[config.mk]
export PLATFORM = sky130hd
export DESIGN_NAME = serial_pin_ctrl
export DESIGN_NICKNAME = d
export VERILOG_FILES = /design/src/rtl/serial_pin_pkg.sv /design/src/rtl/spc_ctrl_reg.sv /design/src/rtl/spc_ready.sv /design/src/rtl/spc_pin_route.sv /design/src/rtl/serial_pin_ctrl.sv
export SDC_FILE = /design/constraint.sdc
export NUM_CORES = 1
export LEC_CHECK = 0
export ABC_CLOCK_PERIOD_IN_PS = 2700
export BUFFER_PORTS_ARGS = -buffer_cell sky130_fd_sc_hd__buf_2
export CORE_AREA = 2 2 39 41
export CTS_CLUSTER_DIAMETER = 100
export DETAILED_ROUTE_END_ITERATION = 10
export DIE_AREA = 0 0 41 43
export HOLD_SLACK_MARGIN = 0.1
export PLACE_DENSITY_LB_ADDON = 0.05
export SYNTH_ARGS = -nofsm -noshare
export SYNTH_HDL_FRONTEND = slang
export SYNTH_SLANG_ARGS = --single-unit
[constraint.sdc]
create_clock -name clk_i -period 2.7 [get_ports clk_i]
set_input_delay 0 -clock clk_i [delete_from_list [all_inputs] [get_ports clk_i]]
set_output_delay 0 -clock clk_i [all_outputs]
set_load 0.02 [all_outputs]
[src/rtl/serial_pin_pkg.sv]
package serial_pin_pkg;
  localparam int unsigned CTRL_W   = 8;
  localparam int unsigned NUM_PINS = 4;

  localparam int unsigned PIN_TX  = 0;
  localparam int unsigned PIN_RX  = 1;
  localparam int unsigned PIN_CLK = 2;
  localparam int unsigned PIN_RDY = 3;

  // field order follows bit positions 7..0
  typedef struct packed {
    logic ser_en;
    logic uart;
    logic rx_en;
    logic tx_en;
    logic rsv3;
    logic rdy_en;
    logic clk_ext;
    logic rsv0;
  } ctrl_t;

  localparam logic [CTRL_W-1:0] CTRL_MASK = 8'b1111_0110;
endpackage

[src/rtl/spc_ctrl_reg.sv]
module spc_ctrl_reg
  import serial_pin_pkg::*;
(
  input  logic              clk_i,
  input  logic              rst_ni,
  input  logic              we_i,
  input  logic [CTRL_W-1:0] wdata_i,
  output ctrl_t             ctrl_o
);
  ctrl_t ctrl_q;

  always_ff @(posedge clk_i or negedge rst_ni) begin
    if (!rst_ni)   ctrl_q <= '0;
    else if (we_i) ctrl_q <= ctrl_t'(wdata_i & CTRL_MASK);
  end

  assign ctrl_o = ctrl_q;

  p_ctrl_hold_r2: assert property (@(posedge clk_i) disable iff (!rst_ni)
    !we_i |=> $stable(ctrl_q));
  p_ctrl_load_r2: assert property (@(posedge clk_i) disable iff (!rst_ni)
    we_i |=> (ctrl_q.ser_en == $past(wdata_i[7]) && ctrl_q.tx_en == $past(wdata_i[4])
              && ctrl_q.rdy_en == $past(wdata_i[2])));
endmodule

[src/rtl/spc_ready.sv]
module spc_ready
  import serial_pin_pkg::*;
(
  input  logic  clk_i,
  input  logic  rst_ni,
  input  ctrl_t ctrl_i,
  input  logic  buf_wr_i,
  input  logic  xfer_start_i,
  output logic  rdy_o
);
  logic armed;
  logic rdy_q;

  assign armed = ctrl_i.ser_en & ctrl_i.rdy_en & ctrl_i.tx_en & ~ctrl_i.uart;

  always_ff @(posedge clk_i or negedge rst_ni) begin
    if (!rst_ni)           rdy_q <= 1'b1;
    else if (!armed)       rdy_q <= 1'b1;
    else if (buf_wr_i)     rdy_q <= 1'b0;
    else if (xfer_start_i) rdy_q <= 1'b1;
  end

  assign rdy_o = rdy_q;

  p_rdy_fall_r8: assert property (@(posedge clk_i) disable iff (!rst_ni)
    (armed && buf_wr_i) |=> !rdy_q);
  p_rdy_hold_r8: assert property (@(posedge clk_i) disable iff (!rst_ni)
    (armed && !rdy_q && !xfer_start_i) |=> !rdy_q);
  p_rdy_start_r9: assert property (@(posedge clk_i) disable iff (!rst_ni)
    (armed && !buf_wr_i && xfer_start_i) |=> rdy_q);
  p_rdy_disarm_r10: assert property (@(posedge clk_i) disable iff (!rst_ni)
    !armed |=> rdy_q);
endmodule

[src/rtl/spc_pin_route.sv]
module spc_pin_route
  import serial_pin_pkg::*;
(
  input  logic                clk_i,
  input  logic                rst_ni,
  input  ctrl_t               ctrl_i,
  input  logic                rdy_i,
  input  logic                tx_data_i,
  input  logic                sclk_out_i,
  input  logic [NUM_PINS-1:0] port_dir_i,
  input  logic [NUM_PINS-1:0] port_out_i,
  input  logic [NUM_PINS-1:0] pin_in_i,
  output logic [NUM_PINS-1:0] pin_sel_o,
  output logic [NUM_PINS-1:0] pin_oe_o,
  output logic [NUM_PINS-1:0] pin_out_o,
  output logic                rx_data_o,
  output logic                sclk_in_o
);
  logic [NUM_PINS-1:0] claim, ser_oe, ser_out;
  logic unused_pin_in;

  always_comb begin
    claim[PIN_TX]  = ctrl_i.ser_en & ctrl_i.tx_en;
    claim[PIN_RX]  = ctrl_i.ser_en & ctrl_i.rx_en;
    claim[PIN_CLK] = ctrl_i.ser_en & (~ctrl_i.uart | ctrl_i.clk_ext);
    claim[PIN_RDY] = ctrl_i.ser_en & ctrl_i.rdy_en & ~ctrl_i.uart;

    ser_oe[PIN_TX]  = 1'b1;
    ser_oe[PIN_RX]  = 1'b0;
    ser_oe[PIN_CLK] = ~ctrl_i.uart & ~ctrl_i.clk_ext;
    ser_oe[PIN_RDY] = 1'b1;

    ser_out[PIN_TX]  = tx_data_i;
    ser_out[PIN_RX]  = 1'b0;
    ser_out[PIN_CLK] = ser_oe[PIN_CLK] & sclk_out_i;
    ser_out[PIN_RDY] = rdy_i;
  end

  for (genvar i = 0; i < NUM_PINS; i++) begin : g_pin
    assign pin_sel_o[i] = claim[i];
    assign pin_oe_o[i]  = claim[i] ? ser_oe[i]  : port_dir_i[i];
    assign pin_out_o[i] = claim[i] ? ser_out[i] : port_out_i[i];

    p_port_pass_r1: assert property (@(posedge clk_i) disable iff (!rst_ni)
      !pin_sel_o[i] |-> (pin_oe_o[i] == port_dir_i[i] && pin_out_o[i] == port_out_i[i]));
  end

  assign rx_data_o = claim[PIN_RX] ? pin_in_i[PIN_RX] : 1'b1;
  assign sclk_in_o = (claim[PIN_CLK] & ~ser_oe[PIN_CLK]) ? pin_in_i[PIN_CLK] : 1'b0;
  assign unused_pin_in = pin_in_i[PIN_TX] ^ pin_in_i[PIN_RDY];

  p_tx_dir_r3: assert property (@(posedge clk_i) disable iff (!rst_ni)
    pin_sel_o[PIN_TX] |-> (pin_oe_o[PIN_TX] && pin_out_o[PIN_TX] == tx_data_i));
  p_rx_dir_r4: assert property (@(posedge clk_i) disable iff (!rst_ni)
    pin_sel_o[PIN_RX] |-> !pin_oe_o[PIN_RX]);
  p_clk_uart_r6: assert property (@(posedge clk_i) disable iff (!rst_ni)
    (ctrl_i.uart && pin_sel_o[PIN_CLK]) |-> !pin_oe_o[PIN_CLK]);
  p_rdy_uart_r7: assert property (@(posedge clk_i) disable iff (!rst_ni)
    ctrl_i.uart |-> !pin_sel_o[PIN_RDY]);
  p_clk_in_r5: assert property (@(posedge clk_i) disable iff (!rst_ni)
    pin_oe_o[PIN_CLK] |-> !sclk_in_o);
endmodule

[src/rtl/serial_pin_ctrl.sv]
module serial_pin_ctrl
  import serial_pin_pkg::*;
(
  input  logic                clk_i,
  input  logic                rst_ni,
  input  logic                ctrl_we_i,
  input  logic [CTRL_W-1:0]   ctrl_wdata_i,
  input  logic [NUM_PINS-1:0] port_dir_i,
  input  logic [NUM_PINS-1:0] port_out_i,
  input  logic [NUM_PINS-1:0] pin_in_i,
  input  logic                tx_data_i,
  input  logic                sclk_out_i,
  input  logic                buf_wr_i,
  input  logic                xfer_start_i,
  output logic [NUM_PINS-1:0] pin_sel_o,
  output logic [NUM_PINS-1:0] pin_oe_o,
  output logic [NUM_PINS-1:0] pin_out_o,
  output logic                rx_data_o,
  output logic                sclk_in_o
);
  ctrl_t ctrl;
  logic  rdy;

  spc_ctrl_reg u_ctrl (
    .clk_i   (clk_i),
    .rst_ni  (rst_ni),
    .we_i    (ctrl_we_i),
    .wdata_i (ctrl_wdata_i),
    .ctrl_o  (ctrl)
  );

  spc_ready u_ready (
    .clk_i        (clk_i),
    .rst_ni       (rst_ni),
    .ctrl_i       (ctrl),
    .buf_wr_i     (buf_wr_i),
    .xfer_start_i (xfer_start_i),
    .rdy_o        (rdy)
  );

  spc_pin_route u_route (
    .clk_i      (clk_i),
    .rst_ni     (rst_ni),
    .ctrl_i     (ctrl),
    .rdy_i      (rdy),
    .tx_data_i  (tx_data_i),
    .sclk_out_i (sclk_out_i),
    .port_dir_i (port_dir_i),
    .port_out_i (port_out_i),
    .pin_in_i   (pin_in_i),
    .pin_sel_o  (pin_sel_o),
    .pin_oe_o   (pin_oe_o),
    .pin_out_o  (pin_out_o),
    .rx_data_o  (rx_data_o),
    .sclk_in_o  (sclk_in_o)
  );
endmodule

=== Word-level counts from Yosys, hierarchy flattened ===
Cells that the tools add are included.

* Output and inout port bits: 14
* Input port bits: 27
* Logic and storage cells: 35
* Bits in registers: 7

* Equality and inequality tests: 1
* Bitwise gates (word level): 14
* Multiplexer cells: 13

{| class="wikitable"
|+ Operators by type and width
! cell !! number
|-
| 2-to-1 mux 1 bit || 13
|-
| AND 1 bit || 10
|-
| inequality test 3 bit (second input constant) || 1
|-
| NOT 1 bit || 3
|-
| OR 1 bit || 1
|}

=== Depth between registers and ports, before layout ===
Gate-level depths: netlist of the first run.

* Depth in word-level cells: 5
* Depth in mapped cells: 3
* Gate-level depth less buffers: 2

=== Cells and area by module ===
A second synthesis of the first run with hierarchy kept.

* Cells, all modules: 40
* Area total of the unflattened synthesis: 464.2 µm²

{| class="wikitable"
|+ By module, submodules not included
! module !! instances !! seq. area each (µm²) !! cells each !! area an instance (µm²)
|-
| spc_ctrl_reg || 1 || 150.1 || 16 || 270.3
|-
| spc_pin_route || 1 || 0.0 || 20 || 148.9
|-
| spc_ready || 1 || 26.3 || 4 || 45.0
|}

=== Least setup slack after synthesis of the first run ===
OpenSTA, ideal clock, no wires.

* Path kind: reg2out
* Start: register u_ctrl.ctrl_q (netlist bit u_ctrl.ctrl_o[6])
* End: output port pin_out_o[3]
* Data required time: 2.700 ns
* Cell stages (with the launch flop): 3
* Arrival time: 1.089 ns
* Buffers on the path: 0
* Setup slack: 1.611 ns
* Cells stage by stage: dfrtp_1 -> and3b_4 -> mux2_4

* Longest elaborated chain between the ends: 3

{| class="wikitable"
|+ RTL lines
! element !! RTL line !! RTL
|-
| from (decl) || spc_ctrl_reg.sv:10 || <nowiki>ctrl_t ctrl_q;</nowiki>
|-
| from (signal assigned) || spc_ctrl_reg.sv:14 || <nowiki>else if (we_i) ctrl_q <= ctrl_t'(wdata_i & CTRL_MASK);</nowiki>
|-
| NOT 1 bit || spc_pin_route.sv:26 || <nowiki>claim[PIN_RDY] = ctrl_i.ser_en & ctrl_i.rdy_en & ~ctrl_i.uart;</nowiki>
|-
| AND 1 bit || spc_pin_route.sv:26 ||
|-
| net pin_sel_o[3] || serial_pin_ctrl.sv:15 || <nowiki>output logic [NUM_PINS-1:0] pin_sel_o,</nowiki>
|-
| 2-to-1 mux 1 bit || spc_pin_route.sv:42 || <nowiki>assign pin_out_o[i] = claim[i] ? ser_out[i] : port_out_i[i];</nowiki>
|-
| to (decl) || serial_pin_ctrl.sv:17 || <nowiki>output logic [NUM_PINS-1:0] pin_out_o,</nowiki>
|}

The timed path passes the listed nets, and every way through them passes these cells.

==> results of run 1 <==
==> path summary, 6_finish.rpt <==
check / cells after the start / slack, ns / endpoint / from
max in group asynchronous: 2 / 2.34 / u_ready.rdy_o / rst_ni
setup / recovery: 6 / 0.98 / u_ctrl.ctrl_o[1] / ctrl_wdata_i[1]
hold / removal: 2 / 0.12 / u_ctrl.ctrl_o[4] / ctrl_we_i
hold reg to reg: 1 / 0.51 / u_ctrl.ctrl_o[2] / u_ctrl.ctrl_o[2]
setup reg to reg: 3 / 1.21 / u_ready.rdy_o / u_ctrl.ctrl_o[6]
min in group asynchronous: 2 / 0.13 / u_ctrl.ctrl_o[4] / rst_ni
==> final cells by class <==
cell class | instances | share of cell area [%]
multi-input combinational | 26 | 30.0
inverter | 2 | 1.01
tap | 16 | 2.69
sequential | 7 | 23.7
timing repair buffer | 47 | 39.1
clock buffer | 4 | 3.54
==> sequential cells by signal, summed over array words and instances, names as in the netlist <==
signal,flops
u_ctrl.ctrl_o,6
u_ready.rdy_o,1
==> metrics by stage <==
stage                     utilization (%)  worst slack, ns  hold slack, ns  std cells  power (uW)
after floorplan                         -             1.61          -0.296         36         187
after global placement               43.9             1.51          -0.158         87         226
after detailed placement             43.9             1.49          -0.160         87         227
after CTS                            53.7            0.998           0.105        102         336
after global routing                 53.7            0.955           0.128        102         352
final                                53.7            0.980           0.118        102         329
==> worst register-to-register path, stage by stage, from the launching register on <==
cell           delay [ns]
dfrtp_1              0.42
and3b_4              0.34
o211ai_1             0.08
dlygate4sd3_1        0.56
==> layout by cell type, fill, tap and decap left out <==
master	synthesis	routed
inv_1	2	2
nor2_1	1	1
and3b_4	1	1
dfrtp_1	6	6
o211ai_1	1	1
mux2_2	5	5
a311o_1	1	1
or2_1	1	1
clkbuf_1	0	1
dfstp_2	1	1
and4bb_1	1	1
dlygate4sd3_1	0	11
mux2_4	2	2
or2_2	2	2
and2b_2	1	1
and2_1	2	2
nor2b_1	1	1
clkbuf_4	0	3
and2_2	1	1
o21ai_0	1	1
and3_2	1	1
buf_2	1	36
a2bb2oi_1	1	1
a21boi_0	1	1
nand2_1	2	2
==> cells by family (layout without fill, tap and decap cells) <==
kind of cell	after synthesis	count (layout)	synth area share [%]
multiplexers	7	7	21.0
flip-flops	7	7	42.9
buffers and inverters	3	53	3.04
AO/OA/AOI/OAI	5	5	9.42
AND/OR/NAND/NOR	14	14	23.7
==> routing by layer <==
| layer | wire, um | part of all wire, % | up-vias |
|---|---|---|---|
| met1 | 459 | 44 | 192 |
| met4 | 0 | 0 | 0 |
| met5 | 0 | 0 | - |
| met2 | 497 | 48 | 19 |
| met3 | 79 | 7.6 | 0 |
| li1 | - | - | 225 |
==> report_power, final <==
group	switching (uW)	leakage, uW	internal (uW)
clock	36.1	0.0000150	56.2
sequential	9.92	0.0000811	115
combinational	51.9	0.000289	60.4
==> flow_metrics.env, run 1 <==
export IMPL_max_cap_violations=0
export IMPL_ys_top_cells_by_count="dfrtp_1, mux2_2"
export IMPL_grtUsageMet1_pct=16.9
export IMPL_path_buf_inv=4
export IMPL_period_share_pct=63.7
export IMPL_ir_drop_mv=0.304
export IMPL_syn_cell_area_sq_um=412
export IMPL_antenna_cells=0
export IMPL_route_detailed_drc=0
export IMPL_setup_viol=0
export IMPL_max_freq_mhz=581
export IMPL_required_ns=2.83
export IMPL_grt_busiest_layer="met2"
export IMPL_wire_per_inst_um=10.2
export IMPL_fin_nets=114
export IMPL_cts_max_path_buffers=2
export IMPL_die_height_um=43
export IMPL_max_slew_margin_pct=83.1
export IMPL_ant_nets=0
export IMPL_clk_latency_ns=0.25
export IMPL_worst_pin_slew_ns=0.253
export IMPL_use_met3_pct=3.14
export IMPL_grt_max_degree=11
export IMPL_multiInputGateArea_sq_um=223
export IMPL_io_pins=41
export IMPL_startpoint_type="primary input"
export IMPL_drive_gt1_share_pct=61.6
export IMPL_fp_row_count=14
export IMPL_dr_pass1_iters=2
export IMPL_critical_path_top_delay_family="buffers and inverters"
export IMPL_yosysTopAreaCell="dfrtp_1"
export IMPL_cp_end_kind="register"
export IMPL_synth_main_ff_cell="dfrtp_1"
export IMPL_fp_dieW_um=41
export IMPL_rsz0062_at_grt="no"
export IMPL_synth_edf_count=0
export IMPL_die_area_sq_mm=0.00176
export IMPL_viasPerCell=4.27
export IMPL_synth_seq_cells=7
export IMPL_cpPeakStageDelay_ns=0.55
export IMPL_drv_slew=0
export IMPL_grt_pass1_vias=372
export IMPL_synthesis_nets=63
export IMPL_fin_setup_tns_ns=0
export IMPL_initial_core_util_pct=29.7
export IMPL_nFillCells=127
export IMPL_root_buffer="clkbuf_4"
export IMPL_cts_made_buffers=3
export IMPL_synthArstFlopShare_pct=100
export IMPL_netlist_area_leader_share_pct=36.5
export IMPL_synthTopCellsByArea="dfrtp_1, mux2_2, mux2_4"
export IMPL_p_leak_uw=0.000385
export IMPL_outcome="complete, no violations"
export IMPL_place_congestion=0.622
export IMPL_postLayoutCellArea_sq_um=743
export IMPL_grtUsageMet2_pct=19.1
export IMPL_worstPathArrival_ns=1.85
export IMPL_antenna_found_initial=0
export IMPL_post_dp_cell_area_sq_um=607
export IMPL_drt_iter0_drc=2
export IMPL_yosysWarnings=0
export IMPL_seq_area_frac_synth_pct=42.9
export IMPL_cp_max_fo=1
export IMPL_drt_total_wl_um=1040
export IMPL_area_growth_syn_to_layout_pct=80.5
export IMPL_numPortBuffers=36
export IMPL_ys_types=22
export IMPL_critPathKind="primary input to register"
export IMPL_post_cts_resized=0
export IMPL_hold_viol=0
export IMPL_synth_cells=36
export IMPL_coreArea_sq_mm=0.00138
export IMPL_clkTransAtPathRegs_ns=0.05
export IMPL_slowest_stage="dlygate4sd3_1"
export IMPL_cpMostUsedCell="dlygate4sd3_1"
export IMPL_grt_usage_pct=13.2
export IMPL_cts_hold_buf=11
export IMPL_grt_pass1_wl_um=1560
export IMPL_synth_avg_cell_area_sq_um=11.4
export IMPL_yosysMostFrequentCell="dfrtp_1"
export IMPL_clock_skew_ns=0.00139
export IMPL_via_count=436
export IMPL_numClockSinks=7
export IMPL_cts_tree="yes"
export IMPL_min_path_type="primary input to register"
export IMPL_cts_setup_buffers=0
export IMPL_p_per_area_mw_per_mm2=443
export IMPL_path_cells="dlygate4sd3_1, buf_2, nand2_1, dlygate4sd3_1, o21ai_0, dlygate4sd3_1"
export IMPL_h_tree_depth=1
export IMPL_seq_area_sq_um=176
export IMPL_overflow=0
export IMPL_fin_crit_ns=1.72
(Power assumes the default switching activity.)
==> run 2: changes to the inputs <==
--- a/config.mk
+++ b/config.mk
@@ -5,12 +5,13 @@
 export SDC_FILE = /design/constraint.sdc
 export NUM_CORES = 1
 export LEC_CHECK = 0
-export ABC_CLOCK_PERIOD_IN_PS = 2700
+export ABC_AREA = 1
+export ABC_CLOCK_PERIOD_IN_PS = 1500
 export BUFFER_PORTS_ARGS = -buffer_cell sky130_fd_sc_hd__buf_2
-export CORE_AREA = 2 2 39 41
+export CORE_MARGIN = 2
+export CORE_UTILIZATION = 31
 export CTS_CLUSTER_DIAMETER = 100
 export DETAILED_ROUTE_END_ITERATION = 10
-export DIE_AREA = 0 0 41 43
 export HOLD_SLACK_MARGIN = 0.1
 export PLACE_DENSITY_LB_ADDON = 0.05
 export SYNTH_ARGS = -nofsm -noshare
==> constraint.sdc (replaced) <==
create_clock -name clk_i -period 1.5 [get_ports clk_i]
set_input_delay 0 -clock clk_i [delete_from_list [all_inputs] [get_ports clk_i]]
set_output_delay 0 -clock clk_i [all_outputs]
set_load 0.02 [all_outputs]
==> run 2 against run 1 <==
Net effect: via count increased by 29%; cell area increased by 8.2%; hold slack worse by 0.0025 ns; final cell count is 30% higher; critical path depth is 1 lower; synthesized area is 5.8% higher; global-route usage is 1.4 points higher; sequential share of layout area is 1.8 points lower; non-clock buffer count grew 5; sequential power increased by 78%; total power is 81% higher; largest power group unchanged.
==> flow_metrics.env, run 2 <==
export IMPL_seq_area_frac_synth_pct=40.5
export IMPL_post_dp_cell_area_sq_um=618
export IMPL_cts_made_buffers=3
export IMPL_antenna_cells=0
export IMPL_worstPathArrival_ns=1.42
export IMPL_place_congestion=0.725
export IMPL_layout_commonest_cell="buf_2"
export IMPL_cpPeakStageDelay_ns=0.54
export IMPL_viasPerCell=4.24
export IMPL_root_buffer="clkbuf_4"
export IMPL_yosysTopAreaCell="dfrtp_1"
export IMPL_synthesis_nets=91
export IMPL_coreArea_sq_mm=0.00130
export IMPL_grt_pass1_vias=514
export IMPL_p_comb_share_pct=32.9
export IMPL_hold_viol=0
export IMPL_dr_pass1_iters=4
export IMPL_fp_row_count=13
export IMPL_postLayoutCellArea_sq_um=805
export IMPL_ys_top_cells_by_count="nand2_1, inv_1, dfrtp_1, nor2_1, o21ai_0"
export IMPL_fin_setup_tns_ns=0
export IMPL_setup_viol=0
export IMPL_critical_path_top_delay_family="buffers and inverters"
export IMPL_antenna_found_initial=0
export IMPL_p_per_area_mw_per_mm2=739
export IMPL_via_count=564
export IMPL_max_freq_mhz=775
export IMPL_synthMuxAreaShare_pct=0
export IMPL_cts_max_path_buffers=2
export IMPL_drt_total_wl_um=1180
export IMPL_required_ns=1.62
export IMPL_grt_max_degree=13
export IMPL_dp_slack_ns=0.507
export IMPL_largest_reg_flops=6
export IMPL_ant_nets=0
export IMPL_synthAdderAreaFrac_pct=0
export IMPL_cts_setup_buffers=0
export IMPL_fin_nets=146
export IMPL_grt_pass1_wl_um=1990
export IMPL_slowest_stage="dlygate4sd3_1"
export IMPL_synth_edf_count=0
export IMPL_cp_end_kind="register"
export IMPL_synthTopCellsByArea="dfrtp_1, nand2_1, inv_1"
export IMPL_clockPowerShare_pct=29.7
export IMPL_fp_dieW_um=41.5
export IMPL_worst_pin_slew_ns=0.328
export IMPL_cts_tree="yes"
export IMPL_die_height_um=41.5
export IMPL_numClockSinks=7
export IMPL_die_area_sq_mm=0.00172
export IMPL_ys_types=16
export IMPL_overflow=0
export IMPL_holdWs_ns=0.116
export IMPL_ir_drop_mv=0.505
export IMPL_max_cap_violations=0
export IMPL_yosysWarnings=0
export IMPL_h_tree_depth=1
export IMPL_synth_avg_cell_area_sq_um=6.80
export IMPL_fin_crit_ns=1.29
export IMPL_synth_top_family_by_area="simple AND/OR/NAND/NOR gates"
export IMPL_cp_max_fo=12
export IMPL_synth_cells=64
export IMPL_route_detailed_drc=0
export IMPL_io_pins=41
export IMPL_p_leak_uw=0.000479
export IMPL_cpMostUsedCell="dlygate4sd3_1"
export IMPL_synthXorXnorAreaFrac_pct=0
export IMPL_pwr_share_seq_pct=37.5
export IMPL_clk_latency_ns=0.25
export IMPL_startpoint_type="primary input"
export IMPL_initial_core_util_pct=33.5
export IMPL_max_slew_margin_pct=78.1
export IMPL_clkTransAtPathRegs_ns=0.06
export IMPL_syn_cell_area_sq_um=435
export IMPL_synth_seq_cells=7
export IMPL_numPortBuffers=36
export IMPL_place_hpwl_um=781
export IMPL_path_cells="dlygate4sd3_1, buf_2, nand2_1, dlygate4sd3_1, o21ai_0"
export IMPL_period_share_pct=86.0
export IMPL_synth_main_ff_cell="dfrtp_1"
export IMPL_drv_slew=0
export IMPL_synth_compound_area_share_pct=10.3
export IMPL_area_growth_syn_to_layout_pct=84.8
export IMPL_critPathKind="primary input to register"
export IMPL_power_switching_share_pct=33.0
export IMPL_netlist_area_leader_share_pct=34.5
export IMPL_wire_per_inst_um=8.84
export IMPL_grt_usage_pct=14.6
export IMPL_p_sw_uw=196
export IMPL_min_path_type="primary input to async pin"
export IMPL_final_cell_mix="buf_2, nand2_1, dlygate4sd3_1"
export IMPL_synthArstFlopShare_pct=100
export IMPL_outcome="complete, no violations"
export IMPL_yosysMostFrequentCell="nand2_1"
export IMPL_drt_iter0_drc=7
export IMPL_internal_power_uw=399
export IMPL_fin_ws_ns=0.210
export IMPL_clock_skew_ns=0.00144
export IMPL_drive_gt1_share_pct=36.4
export IMPL_rsz0062_at_grt="no"
export IMPL_yosys_area_share_simple_pct=32.5
export IMPL_path_buf_inv=3
## run 2: cell count changes in the layout (fill, tap and decap cells not counted), moves of 2 or more
cell and delta:
and2_1 -2, dlygate4sd3_1 +5, inv_1 +12, mux2_2 -5, mux2_4 -2, nand2_1 +16
nand3_1 +3, nor2_1 +5, o21ai_0 +5, or2_2 -2
## run 2: cells by family after synthesis
family / count (synthesis)
AOI/OAI and AO/OA: 8
and+or+nand+nor: 32
DFF: 7
buffers and inverters: 17
## run 2: through the flow
step | util [%] | instances | power, uW
6_report | 61.8 | 133 | 595
5_1_grt | 61.8 | 133 | 643
4_1_cts | 61.8 | 133 | 597
3_5_place_dp | 47.5 | 113 | 389
3_3_place_gp | 47.5 | 113 | 386
2_1_floorplan | - | 64 | 324
## run 2: power by group through the flow
stage	clock network [uW]	registers, uW	logic, uW
floorplan	0	218	107
global placement	0	226	160
detailed placement	0	227	162
CTS	179	224	194
global route	200	225	218
finish	177	223	195
## run 2: area by class of cell
type | instances | area (sq um)
Tap cell | 15 | 18.8
Timing Repair Buffer | 52 | 340
Fill cell | 143 | 497
Sequential cell | 7 | 176
Clock buffer | 4 | 26.3
Inverter | 15 | 56.3
Multi-Input combinational cell | 40 | 186
## run 2: timing repair
item | 4_1_cts | 5_1_grt
endpoints found under the hold margin | 14 | 0
resized for setup | 0 | 0
hold buffers | 16 | 0
## run 2: final timing paths
check | slack (ns) | end | startpoint | depth (start not counted)
min in group clk_i | 0.30 | pin_oe_o[0] | port_dir_i[0] | 3
setup / recovery | 0.21 | u_ctrl.ctrl_o[1] | ctrl_we_i | 5
max in group asynchronous | 1.15 | u_ready.rdy_o | rst_ni | 2
hold reg to reg | 0.50 | u_ready.rdy_o | u_ctrl.ctrl_o[6] | 2
setup reg to reg | 0.22 | u_ready.rdy_o | u_ready.rdy_o | 3
hold / removal | 0.12 | u_ctrl.ctrl_o[5] | rst_ni | 2
## run 2: layer usage
metal  vias to the layer above  global-route usage, %  wire length, um
met5                         -                      0                0
met4                         0                   7.74               11
met3                         2                   1.74               60
met2                        18                   25.9              580
met1                       248                   16.9              524
li1                        296                      -                -
==> run 3: changes to the inputs <==
--- a/config.mk
+++ b/config.mk
@@ -8,12 +8,13 @@
 export ABC_AREA = 1
 export ABC_CLOCK_PERIOD_IN_PS = 1500
 export BUFFER_PORTS_ARGS = -buffer_cell sky130_fd_sc_hd__buf_2
+export CAP_MARGIN = 20
 export CORE_MARGIN = 2
 export CORE_UTILIZATION = 31
 export CTS_CLUSTER_DIAMETER = 100
 export DETAILED_ROUTE_END_ITERATION = 10
 export HOLD_SLACK_MARGIN = 0.1
-export PLACE_DENSITY_LB_ADDON = 0.05
+export PLACE_DENSITY = 0.82
 export SYNTH_ARGS = -nofsm -noshare
 export SYNTH_HDL_FRONTEND = slang
 export SYNTH_SLANG_ARGS = --single-unit
==> run 3 against run 2 <==
Net effect: first-iteration DRC count rose by 29%; clock skew rose by 0.0072 ns; global-route usage rose by 5.3 points; register-to-register slack barely moved; clock power rose by 3%; final cell count rose by 0.75%; sequential power barely moved; largest cell class unchanged; highest routed layer unchanged.
==> flow_metrics.env, run 3 (synthesis results as in run 2) <==
export IMPL_p_per_area_mw_per_mm2=752
export IMPL_die_height_um=41.5
export IMPL_numClockSinks=7
export IMPL_required_ns=1.62
export IMPL_viasPerCell=4.51
export IMPL_overflow=0
export IMPL_cp_endpoint="u_ctrl.ctrl_o[7]"
export IMPL_cpPeakStageDelay_ns=0.56
export IMPL_cts_setup_buffers=0
export IMPL_cp_end_kind="register"
export IMPL_cts_max_path_buffers=2
export IMPL_fp_dieW_um=41.5
export IMPL_cp_startpoint="ctrl_we_i"
export IMPL_fp_row_count=13
export IMPL_dr_pass1_iters=4
export IMPL_path_buf_inv=3
export IMPL_setup_viol=0
export IMPL_ff2ff_setup_slack_ns=0.21
export IMPL_clock_skew_ns=0.00865
export IMPL_power_total_uw=613
export IMPL_root_buffer="clkbuf_4"
export IMPL_max_cap_violations=0
export IMPL_fin_setup_tns_ns=0
export IMPL_coreArea_sq_mm=0.00130
export IMPL_grt_pass1_vias=622
export IMPL_path_cells="dlygate4sd3_1, buf_2, nand2_1, dlygate4sd3_1, o21ai_0"
export IMPL_post_cts_resized=0
export IMPL_grt_max_degree=13
export IMPL_r2r_cells=3
export IMPL_wire_per_inst_um=11.8
export IMPL_fin_crit_ns=1.32
export IMPL_final_cell_mix="buf_2, nand2_1, dlygate4sd3_1"
export IMPL_drive_gt1_share_pct=36.1
export IMPL_timing_rr_start="u_ready.rdy_o"
export IMPL_clkTransAtPathRegs_ns=0.06
export IMPL_fin_nets=147
export IMPL_numPortBuffers=36
export IMPL_grt_usage_pct=19.9
export IMPL_drv_slew=0
export IMPL_drt_total_wl_um=1580
export IMPL_cpMostUsedCell="dlygate4sd3_1"
export IMPL_p_leak_uw=0.000483
export IMPL_startpoint_type="primary input"
export IMPL_max_slew_margin_pct=79.8
export IMPL_ant_nets=0
export IMPL_slowest_stage="dlygate4sd3_1"
export IMPL_grt_pass1_wl_um=2570
export IMPL_rsz0062_at_grt="no"
export IMPL_ir_drop_mv=0.637
export IMPL_route_detailed_drc=0
export IMPL_r2r_end="u_ready.rdy_o"
export IMPL_cts_made_buffers=3
export IMPL_nFillCells=109
export IMPL_antenna_cells=0
export IMPL_cts_tree="yes"
export IMPL_critical_path_top_delay_family="buffers and inverters"
export IMPL_place_hpwl_um=831
export IMPL_critPathKind="primary input to register"
export IMPL_cp_max_fo=12
export IMPL_period_share_pct=87.7
export IMPL_area_growth_syn_to_layout_pct=87.1
export IMPL_die_area_sq_mm=0.00172
export IMPL_layout_commonest_cell="buf_2"
export IMPL_drt_iter0_drc=9
export IMPL_initial_core_util_pct=33.5
export IMPL_antenna_found_initial=0
export IMPL_max_freq_mhz=760
export IMPL_fin_ws_ns=0.184
export IMPL_cp_depth=5
export IMPL_worst_pin_slew_ns=0.303
export IMPL_dp_slack_ns=0.528
export IMPL_io_pins=41
export IMPL_outcome="complete, no violations"
export IMPL_h_tree_depth=1
export IMPL_via_count=605
export IMPL_min_path_type="primary input to async pin"
export IMPL_worstPathArrival_ns=1.44
export IMPL_clk_latency_ns=0.26
export IMPL_largest_reg_flops=6
export IMPL_hold_viol=0
export IMPL_place_congestion=0.688
## run 3: stage by stage
step	hold slack [ns]	area (sq um)	instances	utilization, %
detailed placement	-0.162	618	113	47.5
global placement	-0.164	618	113	47.5
floorplan	-0.296	435	64	-
finish	0.211	815	134	62.6
CTS	0.208	815	134	62.6
global route	0.231	815	134	62.6
## run 3: layout make-up
type	count	area [sq um]	area share, %
multi-input combinational	40	186	22.9
clock buffer	4	26.3	3.23
tap	15	18.8	2.30
timing repair buffer	53	350	43.0
inverter	15	56.3	6.91
sequential	7	176	21.7
## run 3: repair_timing
| item | CTS | global route |
|---|---|---|
| hold buffers | 17 | 0 |
| endpoints found under the setup margin | 0 | 0 |
| hold endpoints to repair | 14 | 0 |
## run 3: worst min path at each step
stage,end,slack [ns],cells after the start
2_1_floorplan,u_ctrl.ctrl_o[1],-0.30,0
3_3_place_gp,u_ctrl.ctrl_o[4],-0.16,1
3_5_place_dp,u_ctrl.ctrl_o[4],-0.16,1
4_1_cts,u_ready.rdy_o,0.21,2
5_1_grt,u_ready.rdy_o,0.23,2
6_report,u_ready.rdy_o,0.21,2
## run 3: routing by layer
metal  GRT usage, %  share of wire, %
met5              0                 0
met4           11.0               2.9
met3           2.17               2.7
met2           39.7                59
met1           19.2                35
## run 3: report_power, final
| group | switching [uW] | internal (uW) |
|---|---|---|
| Sequential | 19.8 | 204 |
| Clock | 79.8 | 102 |
| Combinational | 112 | 94.4 |
## run 3: worst reg2reg max path: stages, from the launching register on
cell	delay (ns)
dfstp_2	0.53
o21bai_1	0.06
dlygate4sd3_1	0.57
nand2_1	0.08
